`src/rtl/dram_ws_pkg.sv`:
```
package dram_ws_pkg;

  // wide enough for the largest table entry plus the write penalty
  localparam int WAIT_W = 4;

  typedef enum logic [1:0] {
    S_IDLE,
    S_WAIT,
    S_READY,
    S_REFRESH
  } ctrlState_t;

  // strobes issued by the sequencer to the counting datapath
  typedef struct packed {
    logic startNow;     // begin an access from the bus inputs
    logic b2b;          // qualifies startNow: cycle follows ready directly
    logic capturePend;  // park the bus inputs behind a refresh
    logic startPend;    // begin the parked access after refresh
    logic loadRef;      // open a refresh window
    logic decWait;      // count one wait clock
    logic decRef;       // count one refresh clock
  } ctrlStrobe_t;

  // Wait states for one access under the selected timing profile.
  function automatic logic [WAIT_W-1:0] waitStates(
    input logic threeClk,
    input logic b2b,
    input logic early,
    input logic same,
    input logic write
  );
    logic [WAIT_W-1:0] base;
    if (b2b && same)
      base = threeClk ? WAIT_W'(3) : WAIT_W'(1);
    else if (b2b && early)
      base = threeClk ? WAIT_W'(1) : WAIT_W'(0);
    else
      base = threeClk ? WAIT_W'(2) : WAIT_W'(1);
    return base + WAIT_W'(write);
  endfunction

endpackage

```
`src/rtl/dram_ws_datapath.sv`:
```
module dram_ws_datapath
  import dram_ws_pkg::*;
#(
  parameter bit THREE_CLK   = 1'b0,
  parameter int REFRESH_LEN = 2
) (
  input  logic        clk,
  input  logic        rst_n,
  input  ctrlStrobe_t st,
  input  logic        bankSel,
  input  logic        isWrite,
  input  logic        addrEarly,
  output logic        waitZero,
  output logic        refDone
);

  localparam int REF_W = (REFRESH_LEN > 1) ? $clog2(REFRESH_LEN + 1) : 1;

  logic [WAIT_W-1:0] waitCnt;
  logic [REF_W-1:0]  refCnt;
  logic              lastBank;
  logic              pendBank;
  logic              pendWrite;

  logic sameBank;
  logic effBank;
  logic effWrite;
  logic [WAIT_W-1:0] liveWait;
  logic [WAIT_W-1:0] parkedWait;

  assign sameBank = (bankSel == lastBank);
  // a start sampled on the very edge the refresh ends bypasses the park regs
  assign effBank  = st.capturePend ? bankSel : pendBank;
  assign effWrite = st.capturePend ? isWrite : pendWrite;

  assign liveWait   = waitStates(THREE_CLK, st.b2b, addrEarly, sameBank, isWrite);
  // after a refresh the bus counts as idle: no early credit, precharge done
  assign parkedWait = waitStates(THREE_CLK, 1'b0, 1'b0, 1'b0, effWrite);

  always_ff @(posedge clk or negedge rst_n) begin
    if (!rst_n) begin
      waitCnt  <= '0;
      lastBank <= 1'b0;
    end else if (st.startNow) begin
      waitCnt  <= liveWait;
      lastBank <= bankSel;
    end else if (st.startPend) begin
      waitCnt  <= parkedWait;
      lastBank <= effBank;
    end else if (st.decWait && waitCnt != '0) begin
      waitCnt <= waitCnt - 1'b1;
    end
  end

  always_ff @(posedge clk or negedge rst_n) begin
    if (!rst_n) begin
      pendBank  <= 1'b0;
      pendWrite <= 1'b0;
    end else if (st.capturePend) begin
      pendBank  <= bankSel;
      pendWrite <= isWrite;
    end
  end

  always_ff @(posedge clk or negedge rst_n) begin
    if (!rst_n)
      refCnt <= '0;
    else if (st.loadRef)
      refCnt <= REF_W'(REFRESH_LEN - 1);
    else if (st.decRef && refCnt != '0)
      refCnt <= refCnt - 1'b1;
  end

  assign waitZero = (waitCnt == '0);
  assign refDone  = (refCnt == '0);

endmodule

```
`src/rtl/dram_ws_ctrl.sv`:
```
module dram_ws_ctrl
  import dram_ws_pkg::*;
#(
  parameter int REFRESH_INTERVAL = 512
) (
  input  logic        clk,
  input  logic        rst_n,
  input  logic        cycStart,
  input  logic        waitZero,
  input  logic        refDone,
  output ctrlStrobe_t st,
  output logic        ready,
  output logic        refreshBusy
);

  localparam int TMR_W = (REFRESH_INTERVAL > 1) ? $clog2(REFRESH_INTERVAL) : 1;
  localparam logic [TMR_W-1:0] TMR_LAST = TMR_W'(REFRESH_INTERVAL - 1);

  ctrlState_t       state, nextState;
  logic [TMR_W-1:0] timer;
  logic             tick;
  logic             refPending;
  logic             refWant;
  logic             pendValid;
  logic             pendSet;
  logic             pendClr;

  // interval timer: one request every REFRESH_INTERVAL clocks
  assign tick = (timer == TMR_LAST);

  always_ff @(posedge clk or negedge rst_n) begin
    if (!rst_n)
      timer <= '0;
    else if (tick)
      timer <= '0;
    else
      timer <= timer + 1'b1;
  end

  assign refWant = refPending | tick;

  always_comb begin
    st        = '0;
    nextState = state;
    pendSet   = 1'b0;
    pendClr   = 1'b0;
    unique case (state)
      S_IDLE, S_READY: begin
        if (refWant) begin
          nextState  = S_REFRESH;
          st.loadRef = 1'b1;
          if (cycStart) begin
            st.capturePend = 1'b1;
            pendSet        = 1'b1;
          end
        end else if (cycStart) begin
          nextState   = S_WAIT;
          st.startNow = 1'b1;
          st.b2b      = (state == S_READY);
        end else begin
          nextState = S_IDLE;
        end
      end
      S_WAIT: begin
        st.decWait = 1'b1;
        if (waitZero) nextState = S_READY;
      end
      S_REFRESH: begin
        st.decRef = 1'b1;
        if (cycStart && !pendValid) begin
          st.capturePend = 1'b1;
          pendSet        = 1'b1;
        end
        if (refDone) begin
          if (pendValid || cycStart) begin
            st.startPend = 1'b1;
            nextState    = S_WAIT;
            pendClr      = 1'b1;
          end else begin
            nextState = S_IDLE;
          end
        end
      end
      default: nextState = S_IDLE;
    endcase
  end

  always_ff @(posedge clk or negedge rst_n) begin
    if (!rst_n) begin
      state      <= S_IDLE;
      refPending <= 1'b0;
      pendValid  <= 1'b0;
    end else begin
      state <= nextState;
      if (st.loadRef)
        refPending <= 1'b0;
      else if (tick)
        refPending <= 1'b1;
      if (pendClr)
        pendValid <= 1'b0;
      else if (pendSet)
        pendValid <= 1'b1;
    end
  end

  assign ready       = (state == S_READY);
  assign refreshBusy = (state == S_REFRESH);

endmodule

```
`src/rtl/dram_wait_ctrl.sv`:
```
module dram_wait_ctrl
  import dram_ws_pkg::*;
#(
  parameter bit THREE_CLK        = 1'b0,
  parameter int REFRESH_INTERVAL = 512,
  parameter int REFRESH_LEN      = 2
) (
  input  logic clk,
  input  logic rst_n,
  input  logic cycStart,
  input  logic bankSel,
  input  logic isWrite,
  input  logic addrEarly,
  output logic ready,
  output logic refreshBusy
);

  ctrlStrobe_t strobe;
  logic        waitZero;
  logic        refDone;

  dram_ws_ctrl #(
    .REFRESH_INTERVAL(REFRESH_INTERVAL)
  ) u_ctrl (
    .clk        (clk),
    .rst_n      (rst_n),
    .cycStart   (cycStart),
    .waitZero   (waitZero),
    .refDone    (refDone),
    .st         (strobe),
    .ready      (ready),
    .refreshBusy(refreshBusy)
  );

  dram_ws_datapath #(
    .THREE_CLK  (THREE_CLK),
    .REFRESH_LEN(REFRESH_LEN)
  ) u_dp (
    .clk      (clk),
    .rst_n    (rst_n),
    .st       (strobe),
    .bankSel  (bankSel),
    .isWrite  (isWrite),
    .addrEarly(addrEarly),
    .waitZero (waitZero),
    .refDone  (refDone)
  );

endmodule

```
`config.mk`:
```
export PLATFORM = sky130hd
export DESIGN_NAME = dram_wait_ctrl
export DESIGN_NICKNAME = d
export VERILOG_FILES = /design/src/rtl/dram_ws_pkg.sv /design/src/rtl/dram_ws_datapath.sv /design/src/rtl/dram_ws_ctrl.sv /design/src/rtl/dram_wait_ctrl.sv
export SDC_FILE = /design/constraint.sdc
export NUM_CORES = 1
export LEC_CHECK = 0
export ABC_AREA = 0
export BUFFER_PORTS_ARGS = -buffer_cell sky130_fd_sc_hd__buf_4
export CORE_MARGIN = 3
export CORE_UTILIZATION = 35
export DETAILED_ROUTE_END_ITERATION = 10
export HOLD_SLACK_MARGIN = 0.08
export SLEW_MARGIN = 20
export SYNTH_ARGS = -nofsm -noshare
export SYNTH_HDL_FRONTEND = slang
export SYNTH_SLANG_ARGS = --single-unit
```
`constraint.sdc`:
```
create_clock -name clk -period 2.1 [get_ports clk]
set_input_delay 0.525 -clock clk [delete_from_list [all_inputs] [get_ports clk]]
set_output_delay 0.525 -clock clk [all_outputs]
set_load 0.05 [all_outputs]
```
---- Yosys cells after proc, flatten, opt, wreduce, memory -nomap -nowiden ----
Cells that the tools add are included.
Widths: inputs -> output; s select.
word-level totals
  flip-flop bits (word level) ............. 22
  latch bits .............................. 0
  memory bits (writable) .................. 0
  bits in read-only memories .............. 0
  logic and storage cells ................. 77
  memories ................................ 0
operators by class
  $add $sub $neg .......................... 5
  multiply operators ...................... 0
  divide/modulo/power cells ............... 0
  magnitude comparators ................... 0
  eq/ne operators ......................... 7
  shift-type cells ........................ 0
  multiplexer cells ....................... 36
  bitwise operators ....................... 1
  reductions and logical operators ........ 19
operator list
  cell                 number
  $mux 1               22
  $mux 2               8
  $mux 4               3
  $reduce_bool 2->1    5
  $add 9x1->9 const B  1
  $eq 9x9->1 const B   1
  $mux 9               1
  $pmux 2 s3           1
  $logic_and 1x1->1    5
  $eq 2x2->1 const B   2
  $logic_not 2->1      2
  $logic_not 4->1      1
  $ne 2x1->1 const B   2
  $reduce_bool 4->1    1
  $sub 4x1->4 const B  1
  $reduce_bool 3->1    1
  $add 1x1->2          1
  $add 1x1->2 const A  1
  $eq 2x1->1 const B   1
  $pmux 1 s2           1
  $reduce_and 2->1     1
  $reduce_or 2->1      1
  $sub 2x1->2 const B  1
  $eq 1x1->1           1
  other kinds (3)      3

---- Logic depth before layout (Yosys ltp) ----
Gate-level depths: netlist (run 1).
  depth after elaboration ................. 9
  depth in mapped cells ................... 10
  gate-level depth less buffers ........... 10

---- Hierarchy ----
From an unflattened synthesis (run 1), not the netlist that was laid out.
unflattened totals
  cells, all modules ...................... 124
  area total of the unflattened synthesis .. 1,227.4 µm²
modules (own cells, without submodules)
  module            times used  cells an instance  area each (µm²)
  dram_ws_ctrl      1           71                 678.2
  dram_ws_datapath  1           53                 549.3

---- Worst setup path before layout (run 1) ----
OpenSTA, ideal clock, no wires.
  path type ............................... register to register
  start ................................... register u_ctrl.timer[0]
  end ..................................... register u_dp.waitCnt[0]
  library setup time ...................... 0.131 ns
  data arrival time ....................... 1.893 ns
  slack ................................... 0.076 ns
  stages on the path, launching flop included .. 11
  cell sequence ........................... dfrtp_1 -> ha_1 -> nand3_1 -> nor2_1 -> ha_1 -> nor3_2 -> and2_4 -> nand4_1 -> ha_1 -> nand2_1 -> o221ai_2
between the ends
  word-level cells in the longest chain between the ends .. 9
  elaborated cells on any way between the ends .. 16
  classes of those cells .................. 2 x add/sub; 1 x eq/ne; 9 x mux; 1 x bitwise; 3 x reduce/logical
RTL lines
  what                    line                    text
  from (decl)             dram_ws_ctrl.sv:20      logic [TMR_W-1:0] timer;
  from (signal assigned)  dram_ws_ctrl.sv:37      timer <= timer + 1'b1;
  $eq 9x9->1 (*)          dram_ws_ctrl.sv:29      assign tick = (timer == TMR_LAST);
  $or 1x1->1 (*)          dram_ws_ctrl.sv:40      assign refWant = refPending | tick;
  $mux 2                  dram_ws_ctrl.sv:49      if (refWant) begin
  $mux 2                  dram_ws_ctrl.sv:47      unique case (state)
  $logic_and 1x1->1       dram_ws_pkg.sv:35       else if (b2b && early)
  $mux 1                  dram_ws_pkg.sv:35
  $mux 1                  dram_ws_pkg.sv:33       if (b2b && same)
  $add 1x1->2             dram_ws_pkg.sv:39       return base + WAIT_W'(write);
  $mux 4                  dram_ws_datapath.sv:44  end else if (st.startNow) begin
  to (signal assigned)    dram_ws_datapath.sv:45  waitCnt <= liveWait;
  to (signal assigned)    dram_ws_datapath.sv:48  waitCnt <= parkedWait;
  to (signal assigned)    dram_ws_datapath.sv:51  waitCnt <= waitCnt - 1'b1;
  to (decl)               dram_ws_datapath.sv:19  logic [WAIT_W-1:0] waitCnt;
Every way passes the cells marked *; elsewhere a longest branch is shown, timed or not.
A chain may end at the register's enable or synchronous reset.

---- Worst setup path in the final report (run 1) ----
Ends and elaborated chain as after synthesis.

==> results.md, run 1 <==
- Total power: 1.51 mW
- Period utilization: 94.1%
- Initial DRC count: 39
- Grt total ovfl: 0
- Layout area overhead: 14.7%
- Die height: 63.7 µm
- Max incr delay on CP: ~0.42 ns
- DRC: 0
- Clk slew on worst S/H paths: 0.11 ns
- Mapped Avg Cell Area: between 10 and 15 µm²
- Initial core utilization: 37.5%
- Yosys cell types: 39
- Antenna violations before repair: 0
- Area leader, netlist: dfrtp_1
- CP endpoint kind: flop
- Status: finished, final reports clean
- Worst Clk Skew: between 0.004 and 0.005 ns
- Cell Chain, Critical Path: ha_1 > nand3_1 > nor2_1 > ha_2 > nor3_4 > and2_4 > nand4_1 > ha_1 > nand2_1 > o221ai_2
- FILL cells: roughly 320
- Syn Inst Count: 108
- Leakage Power: 0.600 nW
- Slew margin rel.: 73.9%
- Total wire length: approximately 2000 µm
- WP data required: 2.29 ns
- Largest cells by area after synthesis: dfrtp_1, ha_1, xor2_1
- Post-DP HPWL: 1500 µm
- Delay-heaviest family, CP: adder cells
- Worst Setup Start Kind: flop
- Register area: 551 µm²
- Worst-margin pin slew: roughly 0.39 ns
- Slew Limit Fails: 0
- Via-to-Cell Ratio: just under 5
- Comb power frac: 45.7%
- CTS tree: built
- Per-cell routed wire length: ~12 µm
- GRT Overall Usage: 11.3%
- FMAX: a little over 0.5 GHz
- Clk_lat worst skew: 0.30 ns
- Largest net degree at the start of global routing: 23
- Max-Cap Viols: 0
- Vias: 793
- Slowest stage cell, crit path: dfrtp_1
- Vias in the first global route: 848
- Yosys warns: 0
- Crit path time final: 1.98 ns
- Multi-input logic area: 588 µm²
- DIE AREA: slightly above 0.004 mm²
- CP bufs+invs: 0
- RSZ-0062 raised after global routing: false
- Setup_tns: 0 ns
- #FFs+latches synth: 22
- Row count: 20
- Cell Int Power: 940 µW
- Core region area: 0.00310 mm²
- Syn_nets: 120
- Root Buffer: clkbuf_4
- Worst vdd ir: 0.773 mV
- Clock tree sinks: 22
- Crit-path most repeated cell: ha_1
- Flop pwr share: 42.2%
- Sw power: 568 µW
- Layout cell share with drive strength beyond 1: between 20% and 30%
- Crit path max fanout: 3
- I/O Buffers: 7
- Final Hold Viols: 0
- Yosys top cell area share: around 47%
- Seq/Total Area, Yosys: a little under half
- Worst path arrival time: 2.17 ns
- Final ANT Viol Nets: 0
- First-pass GRT wire length: 3630 µm
- DIE WIDTH: 63.7 µm
- R2R Setup Slk: 0.12 ns
- 1st-pass router iterations: 3
- Pwr dens: about 1100 mW/mm²
- Ports: 8
- Final nets: 135
- Num CTS Buffers: 3
- Clk pwr share: 12.2%
- Synthesized cell area: 0.00116 mm²
- Final Setup Violations: 0
- Clock Path Buffers: 2
- Hold WC Path Type: input port to async pin
- Ant. Diodes: 0
- Depth of the CTS H-tree: 1
- # hold bufs at CTS: 0
- Setup Crit Path Kind: flop to flop
- Switching Fraction: 37.7%
- GPL Wtd Cong: 0.818
[path summary, 6_finish.rpt]
check / cells after the start / start / end
max: 10 / u_ctrl.timer[0] / u_dp.waitCnt[0]
min: 1 / rst_n / u_ctrl.state[0]
max reg2reg: 10 / u_ctrl.timer[0] / u_dp.waitCnt[0]
min reg2reg: 1 / u_ctrl.timer[0] / u_ctrl.timer[0]
max in group asynchronous: 1 / rst_n / u_ctrl.timer[6]
min in group clk: 1 / u_ctrl.timer[0] / u_ctrl.timer[0]
[area by class of cell]
class	count	share of cell area (%)
Clock buffer	3	1.69
Multi-Input combinational cell	76	44.0
Tap cell	44	4.12
Timing Repair Buffer	12	6.74
Sequential cell	22	41.2
Inverter	8	2.25
[state kept, by name (all words and copies together) (netlist names)]
| signal | count |
|---|---|
| u_ctrl.refPending | 1 |
| u_dp.pendBank | 1 |
| u_dp.refCnt | 2 |
| u_dp.pendWrite | 1 |
| u_ctrl.timer | 9 |
| u_dp.lastBank | 1 |
| u_dp.waitCnt | 4 |
| u_ctrl.state | 2 |
| u_ctrl.pendValid | 1 |
[per-layer routing]
metal	global-route usage (%)	share of wire, %
met1	13.7	47
met2	19.3	50
met3	3.92	2.8
met4	2.43	0
met5	0	0
[cells by family (layout without fill, tap and decap cells)]
logic type,after synthesis,in the layout,share of synthesized area (%)
simple gates,41,41,20.1
fa+ha+maj,6,6,6.44
xor+xnor,8,8,6.02
compound gates,18,18,13.0
mux,3,3,3.01
buf+inv,10,23,4.19
flops,22,22,47.3
[cell usage after synthesis]
cell type / number
nand2b_2: 1
a21o_1: 1
buf_6: 1
a21oi_1: 3
or2_0: 1
a31oi_1: 2
o221ai_1: 1
nand3b_2: 1
nor3_1: 1
nand3_1: 6
o21ai_1: 1
nor2b_1: 2
or3_1: 2
nor2_1: 10
mux2i_1: 2
o221ai_2: 2
nand4_1: 1
and3_1: 1
dfrtp_1: 22
o21bai_4: 1
o211ai_2: 1
nor3_2: 1
and2b_4: 1
xor2_1: 6
nand2_4: 1
or3b_4: 1
buf_4: 1
o21a_1: 2
inv_1: 8
nand2_1: 7
ha_1: 6
and2_1: 1
and2_4: 1
o21ai_0: 3
xnor2_1: 2
mux2_4: 1
nand2b_1: 1
a21boi_2: 1
nand3b_1: 1
[layout by cell type (no fill, tap or decap), types with 2 or more instances in the layout]
master,n
xnor2_1,2
nor2_1,10
inv_1,8
nand2_1,6
nand3_1,6
nor2b_1,2
o21ai_0,3
dfrtp_1,22
a21oi_1,3
o21a_1,2
o221ai_2,2
xor2_1,6
clkbuf_4,3
or3_1,2
ha_1,5
buf_4,12
a31oi_1,2
[stage by stage]
| step | instances | utilization, % | hold WS [ns] | area, µm² | worst slack, ns |
|---|---|---|---|---|---|
| 2_1_floorplan | 108 | - | 0.229 | 1160 | 0.0755 |
| 3_3_place_gp | 162 | 41.6 | 0.432 | 1290 | 0.0738 |
| 3_5_place_dp | 162 | 41.6 | 0.431 | 1290 | 0.0481 |
| 4_1_cts | 165 | 42.3 | 0.0806 | 1310 | 0.0306 |
| 5_1_grt | 165 | 43.1 | 0.0825 | 1340 | 0.00174 |
| 6_report | 165 | 43.1 | 0.0929 | 1340 | 0.124 |
[power by group through the flow]
stage	sequential [mW]	clock, mW	combinational [mW]
after floorplan	0.605	0	0.568
after global placement	0.638	0	0.658
after detailed placement	0.642	0	0.678
after CTS	0.635	0.200	0.682
after global routing	0.660	0.212	0.777
final	0.636	0.183	0.689
[what timing repair did]
item | 4_1_cts | 5_1_grt
resized for setup | 0 | 5
setup endpoints to repair | 0 | 2
buffers inserted | 0 | 0
No activity file was read; power rests on OpenSTA's default activity.
==> inputs of run 2 (changes only) <==
- CORE_ASPECT_RATIO: default -> 1.4
==> run 2 against run 1 <==
Effect of this change: flip-flop and latch count is the same; clock-buffer cell count grew 1; die area is 0.24% higher; via count is 0.38% higher; sequential power about the same; highest routed layer unchanged.
==> results.md, run 2 (same netlist as run 1, synthesis figures left out) <==
- Per-cell routed wire length: 12.3 µm (+3.4%)
- Layout area overhead: 18.6%
- Pwr dens: 1180 mW/mm² (+4.9%)
- WP data required: 2.24 ns (-0.05 ns)
- Die height: 74.3 µm (+17%)
- Final Hold Viols: 0 (unchanged)
- Most frequent cells in the layout: dfrtp_1, buf_4, nor2_1
- Slew margin rel.: 72.5% (-1.4 points)
- Clock Path Buffers: 2 (unchanged)
- Root Buffer: clkbuf_8
- GRT Overall Usage: 11.3% (+0.028 points)
- Ports: 8 (unchanged)
- Grt total ovfl: 0 (unchanged)
- Total wire length: 2020 µm (+2.7%)
- Leakage Power: 0.621 nW (+3.5%)
- Initial DRC count: 4 (-90%)
- Final Cell Area: 0.00138 mm² (+3.4%)
- Max-Cap Viols: 0 (unchanged)
- # hold bufs at CTS: 0 (unchanged)
- R2R Setup Slk: 0.13 ns (about the same)
- CTS tree: built
- Crit path max fanout: 4 (+1)
- Worst setup margin: 0.127 ns (+0.00310 ns)
- Placed Cells incl. Taps: 158 (-2.5%)
- Commonest non-fill, non-tap cell in the layout: dfrtp_1
- CP bufs+invs: 0 (unchanged)
- FMAX: 0.507 GHz (+0.16%)
- DIE WIDTH: 54.8 µm (-14%)
- Delay-heaviest family, CP: adder cells
- Layout cell share with drive strength beyond 1: 26.4% (+0.78 points)
- DRC: 0 (unchanged)
- Slowest stage cell, crit path: dfrtp_1
- Hold WC Path Type: input port to async pin
- Initial core utilization: 36.9% (-0.60 points)
- Final Setup Violations: 0 (unchanged)
- Depth of the CTS H-tree: 1 (unchanged)
- R2r worst-path depth: 10 (unchanged)
- Ant. Diodes: 0 (unchanged)
- Final nets: 138 (+2.2%)
- 1st-pass router iterations: 3 (unchanged)
- Core region area: 0.00315 mm² (+1.6%)
- DIE AREA: 0.00407 mm² (+0.24%)
- Clk slew on worst S/H paths: 0.08 ns (-0.03 ns)
- Setup Crit Path Kind: flop to flop
- Top Registers: u_ctrl.timer: 9 flops, u_dp.waitCnt: 4 flops
- Status: finished, final reports clean
- First-pass GRT wire length: 3500 µm (-3.6%)
- Worst Setup Start Kind: flop
- Crit Reg-Reg Endpoint: u_dp.waitCnt[0]
- Pre-CTS setup slack: -0.00182 ns (-0.0499 ns)
- Final ANT Viol Nets: 0 (unchanged)
- GPL Wtd Cong: 0.696 (-15%)
- Worst path arrival time: 2.11 ns (-0.06 ns)
- Period utilization: 93.9% (-0.15 points)
- Crit path time final: 1.97 ns (-0.00310 ns)
- Worst-margin pin slew: 0.413 ns (+0.0209 ns)
- Largest net degree at the start of global routing: 23 (unchanged)
- FILL cells: 296 (-6.6%)
- Cell Chain, Critical Path: ha_1 > nand3_1 > nor2_1 > ha_4 > nor3_4 > and2_4 > nand4_1 > ha_1 > nand2_1 > o221ai_2
- Placed Area: 0.00129 mm² (about the same)
- Vias: 796 (+0.38%)
- Post-Layout Cell Count: 164 (-0.61%)
- Register bank with the most flops: u_ctrl.timer
- Max FFs per register: 9 (unchanged)
- Num CTS Buffers: 3 (unchanged)
- Worst vdd ir: 0.685 mV (-11%)
- CP endpoint kind: flop
- Slew Limit Fails: 0 (unchanged)
- Via-to-Cell Ratio: 4.85 (+0.99%)
- Clock tree sinks: 22 (unchanged)
- Worst Clk Skew: 0.00170 ns (-0.00252 ns)
- Antenna violations before repair: 0 (unchanged)
- I/O Buffers: 7 (unchanged)
- Post-DP HPWL: 1570 µm (+5.0%)
- Crit-path most repeated cell: ha_1
- Clk_lat worst skew: 0.26 ns (-0.04 ns)
- Max incr delay on CP: 0.40 ns (-0.02 ns)
- Critical R2R Launch: u_ctrl.timer[0]
- Row count: 24 (+20%)
- Vias in the first global route: 831 (-2.0%)
-- run 2: changes by cell type in the layout (fill, tap and decap cells not counted), sizes merged --
cell / change
buf: +3
clkbuf: +1
-- run 2: where the power goes --
part | switching, mW | leakage, nW | internal [mW]
Combinational | 0.357 | 0.323 | 0.343
Sequential | 0.100 | 0.270 | 0.537
Clock | 0.132 | 0.0288 | 0.167
-- run 2: how the worst max path moves through the flow --
stage | start | end | slack [ns] | cells after the start
finish | u_ctrl.timer[0] | u_dp.waitCnt[0] | 0.13 | 10
global route | u_ctrl.timer[0] | u_dp.waitCnt[0] | -0.008 | 10
CTS | u_ctrl.timer[0] | u_dp.waitCnt[0] | 0.01 | 10
detailed placement | u_ctrl.timer[0] | u_dp.waitCnt[0] | -0.002 | 10
global placement | u_ctrl.timer[0] | u_dp.waitCnt[0] | 0.05 | 10
floorplan | u_ctrl.timer[0] | u_dp.waitCnt[0] | 0.08 | 10
-- run 2: final cells by class --
cell class / instances / area, µm² / share of cell area, %
multi-input cells: 76 / 584 / 42.3
inverters: 8 / 30.0 / 2.17
repair buffers: 15 / 113 / 8.15
clock buffers: 4 / 55.1 / 3.99
well taps: 39 / 48.8 / 3.53
flip-flops and latches: 22 / 551 / 39.9
-- run 2: metal layers --
metal	vias up	GRT usage, %	wire length [µm]	part of all wire [%]
met5	-	0	0	0
met4	0	2.49	0	0
met3	0	1.80	49	2.4
met2	6	20.0	1100	55
met1	388	14.1	870	43
li1	402	-	-	-
-- run 2: repair_timing --
| item | in CTS | in global routing |
|---|---|---|
| endpoints found under the setup margin | 1 | 2 |
| pin swaps | 1 | 2 |
| resized for setup | 0 | 3 |
| setup buffers | 0 | 2 |
-- run 2: metrics by stage --
| stage | power [mW] | setup TNS [ns] | hold slack, ns | util (%) |
|---|---|---|---|---|
| after CTS | 1.64 | 0 | 0.148 | 42.7 |
| final | 1.64 | 0 | 0.144 | 43.8 |
| after floorplan | 1.17 | 0 | 0.229 | - |
| after detailed placement | 1.33 | -0.00182 | 0.432 | 41.0 |
| after global routing | 1.77 | -0.0102 | 0.147 | 43.8 |
| after global placement | 1.30 | 0 | 0.435 | 41.0 |
